--- src/rtl/ictl_pkg.sv ---
package ictl_pkg;

    // Register group selected by the top address bits
    typedef enum logic [2:0] {
        GRP_PRIO  = 3'd0,
        GRP_EN    = 3'd1,
        GRP_THR   = 3'd2,
        GRP_CLAIM = 3'd3,
        GRP_PEND  = 3'd4
    } grp_e;

endpackage

--- src/rtl/ictl_gate_store.sv ---
// Pending and in-service flags for every source; bit 0 is the null source.
module ictl_gate_store #(
    parameter int NSRC = 31,
    parameter int IW   = 5
) (
    input  logic          clk,
    input  logic          rst_n,
    input  logic [NSRC:0] req_i,
    input  logic          take_i,
    input  logic [IW-1:0] take_id_i,
    input  logic          done_i,
    input  logic [IW-1:0] done_id_i,
    output logic [NSRC:0] pend_o,
    output logic [NSRC:0] busy_o
);

    logic [NSRC:0] take_vec, done_vec, pend_d, busy_d;

    always_comb begin
        for (int s = 0; s <= NSRC; s++) begin
            take_vec[s] = take_i && (int'(take_id_i) == s);
            done_vec[s] = done_i && (int'(done_id_i) == s);
        end
        pend_d = (pend_o | (req_i & ~busy_o)) & ~take_vec;
        busy_d = (busy_o | take_vec) & ~done_vec;
        pend_d[0] = 1'b0;
        busy_d[0] = 1'b0;
    end

    always_ff @(posedge clk or negedge rst_n) begin
        if (!rst_n) begin
            pend_o <= '0;
            busy_o <= '0;
        end else begin
            pend_o <= pend_d;
            busy_o <= busy_d;
        end
    end

endmodule

--- src/rtl/ictl_ctx_arb.sv ---
// Winner selection for one context, registered once per clock.
module ictl_ctx_arb #(
    parameter int NSRC = 31,
    parameter int PW   = 3,
    parameter int IW   = 5
) (
    input  logic                   clk,
    input  logic                   rst_n,
    input  logic [NSRC:0]          cand_i,
    input  logic [NSRC:0][PW-1:0]  prio_i,
    input  logic [PW-1:0]          thr_i,
    output logic [IW-1:0]          win_id_o,
    output logic                   irq_o
);

    logic [IW-1:0] best_id;
    logic [PW-1:0] best_p;

    // Strict compare keeps the lower source on a tie; best_p starts at 0
    // so a priority-0 source can never win.
    always_comb begin
        best_id = '0;
        best_p  = '0;
        for (int s = 1; s <= NSRC; s++) begin
            if (cand_i[s] && (prio_i[s] > best_p)) begin
                best_id = IW'(s);
                best_p  = prio_i[s];
            end
        end
    end

    always_ff @(posedge clk or negedge rst_n) begin
        if (!rst_n) begin
            win_id_o <= '0;
            irq_o    <= 1'b0;
        end else begin
            win_id_o <= best_id;
            irq_o    <= (best_p > thr_i);
        end
    end

endmodule

--- src/rtl/ictl_core.sv ---
module ictl_core #(
    parameter int NSRC = 31,
    parameter int NCTX = 4,
    parameter int PW   = 3,
    parameter int AW   = 8,
    parameter int DW   = 32
) (
    input  logic            clk,
    input  logic            rst_n,
    input  logic [NSRC-1:0] gw_req_i,
    input  logic            req_i,
    input  logic            we_i,
    input  logic [AW-1:0]   addr_i,
    input  logic [DW-1:0]   wdata_i,
    output logic            rvalid_o,
    output logic [DW-1:0]   rdata_o,
    output logic [NCTX-1:0] irq_o
);
    import ictl_pkg::*;

    localparam int IW  = $clog2(NSRC + 1);
    localparam int IXW = AW - 3;

    grp_e           grp;
    logic [IXW-1:0] idx;
    logic           idx_src, idx_ctx;

    logic [NSRC:0][PW-1:0] prio_q;
    logic [NSRC:0]         en_q  [NCTX];
    logic [PW-1:0]         thr_q [NCTX];
    logic [IW-1:0]         win_id [NCTX];
    logic [NSRC:0]         pend_q, busy_q, gw_vec;

    logic          claim_go, claim_take, done_go, done_ok;
    logic [IW-1:0] claim_id, done_id;
    logic [NSRC:0] sel_en;
    logic [DW-1:0] rd_d;

    assign grp     = grp_e'(addr_i[AW-1 -: 3]);
    assign idx     = addr_i[IXW-1:0];
    assign idx_src = (int'(idx) >= 1) && (int'(idx) <= NSRC);
    assign idx_ctx = int'(idx) < NCTX;
    assign gw_vec  = {gw_req_i, 1'b0};

    always_comb begin
        sel_en = '0;
        for (int c = 0; c < NCTX; c++)
            if (int'(idx) == c) sel_en = en_q[c];
    end

    // Claim: registered winner of the addressed context, if still valid
    always_comb begin
        claim_id = '0;
        for (int c = 0; c < NCTX; c++)
            if (int'(idx) == c) claim_id = win_id[c];
    end
    assign claim_go   = req_i && !we_i && (grp == GRP_CLAIM) && idx_ctx;
    assign claim_take = claim_go && (claim_id != '0) && pend_q[claim_id] && sel_en[claim_id];

    // Completion: source must be in service and enabled for this context
    assign done_id = wdata_i[IW-1:0];
    assign done_go = req_i && we_i && (grp == GRP_CLAIM) && idx_ctx;
    assign done_ok = done_go && (wdata_i[DW-1:IW] == '0) && (done_id != '0) &&
                     (int'(done_id) <= NSRC) && busy_q[done_id] && sel_en[done_id];

    // Configuration registers
    always_ff @(posedge clk or negedge rst_n) begin
        if (!rst_n) begin
            prio_q <= '0;
            for (int c = 0; c < NCTX; c++) begin
                en_q[c]  <= '0;
                thr_q[c] <= '0;
            end
        end else if (req_i && we_i) begin
            unique case (grp)
                GRP_PRIO: if (idx_src) prio_q[idx] <= wdata_i[PW-1:0];
                GRP_EN: begin
                    for (int c = 0; c < NCTX; c++)
                        if (int'(idx) == c) en_q[c] <= {wdata_i[NSRC:1], 1'b0};
                end
                GRP_THR: begin
                    for (int c = 0; c < NCTX; c++)
                        if (int'(idx) == c) thr_q[c] <= wdata_i[PW-1:0];
                end
                default: ;
            endcase
        end
    end

    ictl_gate_store #(.NSRC(NSRC), .IW(IW)) store_i (
        .clk       (clk),
        .rst_n     (rst_n),
        .req_i     (gw_vec),
        .take_i    (claim_take),
        .take_id_i (claim_id),
        .done_i    (done_ok),
        .done_id_i (done_id),
        .pend_o    (pend_q),
        .busy_o    (busy_q)
    );

    for (genvar c = 0; c < NCTX; c++) begin : g_ctx
        ictl_ctx_arb #(.NSRC(NSRC), .PW(PW), .IW(IW)) arb_i (
            .clk      (clk),
            .rst_n    (rst_n),
            .cand_i   (pend_q & en_q[c]),
            .prio_i   (prio_q),
            .thr_i    (thr_q[c]),
            .win_id_o (win_id[c]),
            .irq_o    (irq_o[c])
        );
    end

    // Read data
    always_comb begin
        rd_d = '0;
        unique case (grp)
            GRP_PRIO:  if (idx_src) rd_d = DW'(prio_q[idx]);
            GRP_EN:    if (idx_ctx) rd_d = DW'(sel_en);
            GRP_THR: begin
                for (int c = 0; c < NCTX; c++)
                    if (int'(idx) == c) rd_d = DW'(thr_q[c]);
            end
            GRP_CLAIM: if (claim_take) rd_d = DW'(claim_id);
            GRP_PEND:  rd_d = DW'(pend_q);
            default:   rd_d = '0;
        endcase
    end

    always_ff @(posedge clk or negedge rst_n) begin
        if (!rst_n) begin
            rvalid_o <= 1'b0;
            rdata_o  <= '0;
        end else begin
            rvalid_o <= req_i && !we_i;
            rdata_o  <= (req_i && !we_i) ? rd_d : '0;
        end
    end

endmodule

--- config.mk ---
export PLATFORM = sky130hd
export DESIGN_NAME = ictl_core
export DESIGN_NICKNAME = d
export VERILOG_FILES = /design/src/rtl/ictl_pkg.sv /design/src/rtl/ictl_gate_store.sv /design/src/rtl/ictl_ctx_arb.sv /design/src/rtl/ictl_core.sv
export SDC_FILE = /design/constraint.sdc
export NUM_CORES = 2
export LEC_CHECK = 0
export BUFFER_PORTS_ARGS = -buffer_cell sky130_fd_sc_hd__buf_2
export CELL_PAD_IN_SITES_DETAIL_PLACEMENT = 1
export CELL_PAD_IN_SITES_GLOBAL_PLACEMENT = 1
export CORE_MARGIN = 8
export CORE_UTILIZATION = 53
export DETAILED_ROUTE_END_ITERATION = 7
export GPL_TIMING_DRIVEN = 0
export PLACE_DENSITY_LB_ADDON = 0.1
export SYNTH_ARGS = -nofsm -noshare
export SYNTH_HDL_FRONTEND = slang
export SYNTH_SLANG_ARGS = --single-unit
--- constraint.sdc ---
create_clock -name clk -period 105.5 [get_ports clk]
set_input_delay 31.65 -clock clk [delete_from_list [all_inputs] [get_ports clk]]
set_output_delay 31.65 -clock clk [all_outputs]
set_load 0.02 [all_outputs]
==> impl_results.rst <==
.. list-table::
   :header-rows: 1

   * - Metric
     - Value
   * - Status
     - complete, but fails checks
   * - Violations in the final reports
     - max-capacitance violations, max-slew violations
   * - Final total power
     - 457 uW
   * - Max-cap violations
     - 4
   * - Clock sinks
     - 351
   * - Worst max-slew margin expressed relative to the limit
     - -9.09%
   * - EDFF count, synth
     - 0
   * - CORE AREA
     - 61,700 sq um
   * - Initial core utilization
     - 53.7%
   * - Leakage dissipation
     - 15.9 nW
   * - Required @ worst endpoint
     - 105.88 ns
   * - Synthesis Warnings
     - 0
   * - Kind of critical path
     - reg2reg
   * - Fill cell instance count of the final layout
     - 7,697
   * - Placed wire-length estimate
     - 132,000 microns
   * - Final core utilization
     - 58.8%
   * - Final weighted congestion of routability-driven global placement
     - 1.05
   * - # DRC
     - 0
   * - Number of flip-flops and latches in the synthesized netlist
     - 351
   * - Setup TNS
     - 0 ns
   * - Maximum achievable frequency
     - 19.5 MHz
   * - Total number of H-tree levels
     - 2
   * - Width of the chip
     - 266 microns
   * - Standard cell with the maximum stage delay on the critical path
     - a311oi_1
   * - Sum of routed wire length over all layers
     - 171,000 microns
   * - Post-synthesis cell count
     - 4,134
   * - Max-slew violation count
     - 42
   * - Peak supply drop
     - 17.4 uV
   * - Number of different library cells in the post-synthesis netlist
     - 115
   * - Via count
     - 38,427
   * - Combined buffer and inverter count along the critical path
     - 8
   * - GRT Resource Usage Total
     - 46.5%
   * - Number of buffers inserted by port buffering
     - 109
   * - Final Hold Fails
     - 0
   * - Worst Hold Class
     - reg2reg
   * - Proportion of synthesized chip area in sequential cells
     - 26.5%
   * - Post-CTS setup buffers
     - 0
   * - Clk buf depth
     - 3
   * - Final net count
     - 4,526
   * - Maximum number of pins on one net before global-route repair
     - 106
   * - Number of ports placed on the die boundary
     - 112
   * - Number of optimization iterations in the first detailed-route pass
     - 6
   * - Average routed wire per standard cell
     - 33.0 microns
   * - Post-synth net total
     - 4,366
   * - Setup violators final
     - 0
   * - Standard-cell rows
     - 91
   * - Fraction of final layout cells sized beyond drive strength 1
     - 13.6%
   * - Critical path endpoint category
     - register
   * - Num CTS Buffers
     - 43
   * - Die ar.
     - 70,800 sq um
   * - Most numerous cell types in the synthesized netlist
     - nor2_1 (474), nand2_1 (421), dfrtp_1 (351), a21oi_1 (297), o21ai_0 (236)
   * - Library cell appearing most often on the critical path
     - nor2_1
   * - Share of Yosys cell area claimed by the top area cell type
     - 26.5%
   * - Worst-path clk slew
     - 0.06 ns
   * - Post-route cell area
     - 36,300 sq um
   * - Kind of cell with the highest combined delay on the critical path
     - compound AO/OA/AOI/OAI gates
   * - Placed standard-cell area
     - 34,900 sq um
   * - Share of synthesized flip-flops with an asynchronous set or reset
     - 100%
   * - Setup repair after global routing missed its margin
     - false
   * - Cell chosen for the clock root
     - clkbuf_16
   * - Top cells by area in the synthesized netlist
     - dfrtp_1 (27%), mux2_2 (7.0%), ha_1 (5.9%)
   * - Clock tree from TritonCTS
     - done
   * - Critical Path Fanout Max
     - 10
   * - Initial antenna violation count
     - 16
   * - Most instantiated library cell after synthesis
     - nor2_1
   * - Data arrival at the endpoint of the critical path
     - 51.56 ns
   * - Ys flop type
     - dfrtp_1
   * - Ratio of total power to cell area
     - 12.6 nW/um^2
   * - Largest clock skew in the final design
     - 0.0215 ns
   * - Global-route wire length before repair
     - 247,000 microns
   * - Slowest cell delay on critical path
     - 0.94 ns
   * - Later-pin clock latency in the skew report
     - 0.61 ns
   * - Height of the chip
     - 266 microns
   * - Synth Cell Area
     - 33,100 sq um
   * - Final cycle utilization of the critical path
     - 48.5%
   * - Via count of the first global-routing pass
     - 37,406
   * - Vias per std cell
     - 7.44
   * - Growth of design area from synthesis to finish
     - 9.55%
   * - Startpoint type of the worst setup path
     - register
   * - Mean instance size in the synthesized netlist
     - 8.02 sq um
   * - Cell type with the highest aggregate area in the netlist
     - dfrtp_1
   * - Worst-Margin Slew
     - 1.64 ns
   * - Gates resized, CTS repair
     - 0
   * - Detailed Route Iter0 Violations
     - 5,261
   * - Hold buffer count at CTS
     - 0
   * - Shortest clock period the worst path allows after layout
     - 51.18 ns
   * - Total gr overflow
     - 0
   * - Number of antenna-violating nets in the routed design
     - 0
==> report_power, final <==
part           internal [mW]  switching [mW]
clock                 0.0882          0.0671
sequential             0.141         0.00551
combinational         0.0527           0.103
total                  0.282           0.176
==> logic make-up (layout without fill, tap and decap cells) <==
logic type | after synthesis | after routing | share of synthesized area (%)
compound gates | 1277 | 1277 | 26.3
fa+ha+maj | 182 | 182 | 6.68
buf+inv | 356 | 544 | 4.15
flops | 351 | 351 | 26.5
mux | 292 | 292 | 12.1
other cells | 0 | 5 | 0
simple gates | 1676 | 1676 | 24.3
==> layer usage <==
layer	up-vias	wire (microns)	global-route usage, %
met3	801	21500	13.0
met2	2859	71900	69.0
li1	15923	-	-
met1	18830	62000	57.6
met4	14	15200	33.7
met5	-	81	0
==> registers in the layout, indices dropped and copies added, names as in the netlist <==
name / count
en_q: 124
prio_q: 96
store_i.pend_o: 31
g_ctx.arb_i.win_id_o: 20
store_i.busy_o: 31
thr_q: 12
rdata_o: 32
rvalid_o: 1
g_ctx.arb_i.irq_o: 4
==> area by class of cell <==
| class | count | area (sq um) | area share [%] |
|---|---|---|---|
| multi-input cells | 3427 | 23000 | 63.4 |
| flip-flops and latches | 351 | 8780 | 24.2 |
| clock buffers | 57 | 1220 | 3.36 |
| well taps | 837 | 1050 | 2.88 |
| plain buffers | 202 | 803 | 2.21 |
| repair buffers | 115 | 672 | 1.85 |
| inverters | 154 | 578 | 1.59 |
| clock inverters | 16 | 173 | 0.476 |
| diodes | 5 | 12.5 | 0.0345 |
==> cell usage in the layout, fill, tap and decap left out, types with 92 or more instances in the layout <==
master | netlist | layout
a21oi_1 | 297 | 297
and2_1 | 100 | 100
and3_1 | 92 | 92
buf_2 | 4 | 113
clkbuf_1 | 176 | 180
dfrtp_1 | 351 | 351
ha_1 | 157 | 157
inv_1 | 150 | 150
mux2_2 | 207 | 207
nand2_1 | 421 | 421
nand3_1 | 203 | 203
nor2_1 | 474 | 474
nor3_1 | 102 | 101
o21ai_0 | 236 | 236
==> path summary, 6_finish.rpt <==
check	from	endpoint	slack, ns	depth (start not counted)
setup / recovery	store_i.pend_o[1]$_DFF_PN0_	g_ctx[3].arb_i.irq_o$_DFF_PN0_	54.32	213
hold / removal	prio_q[1]$_DFFE_PN0P_	prio_q[1]$_DFFE_PN0P_	0.50	1
setup reg to reg	store_i.pend_o[1]$_DFF_PN0_	g_ctx[3].arb_i.irq_o$_DFF_PN0_	54.32	213
hold reg to reg	prio_q[1]$_DFFE_PN0P_	prio_q[1]$_DFFE_PN0P_	0.50	1
max in group asynchronous	rst_n	en_q[78]$_DFFE_PN0P_	73.08	3
min in group asynchronous	rst_n	en_q[62]$_DFFE_PN0P_	31.03	1
==> per-stage QoR <==
| step | hold slack, ns | worst slack, ns | std cells |
|---|---|---|---|
| finish | 0.498 | 54.32 | 5164 |
| global placement | 0.437 | 57.75 | 5080 |
| detailed placement | 0.474 | 56.29 | 5085 |
| CTS | 0.483 | 55.98 | 5158 |
| global route | 0.520 | 52.31 | 5160 |
| floorplan | 0.425 | 65.69 | 4134 |
No activity file was read; power rests on OpenSTA's default activity.
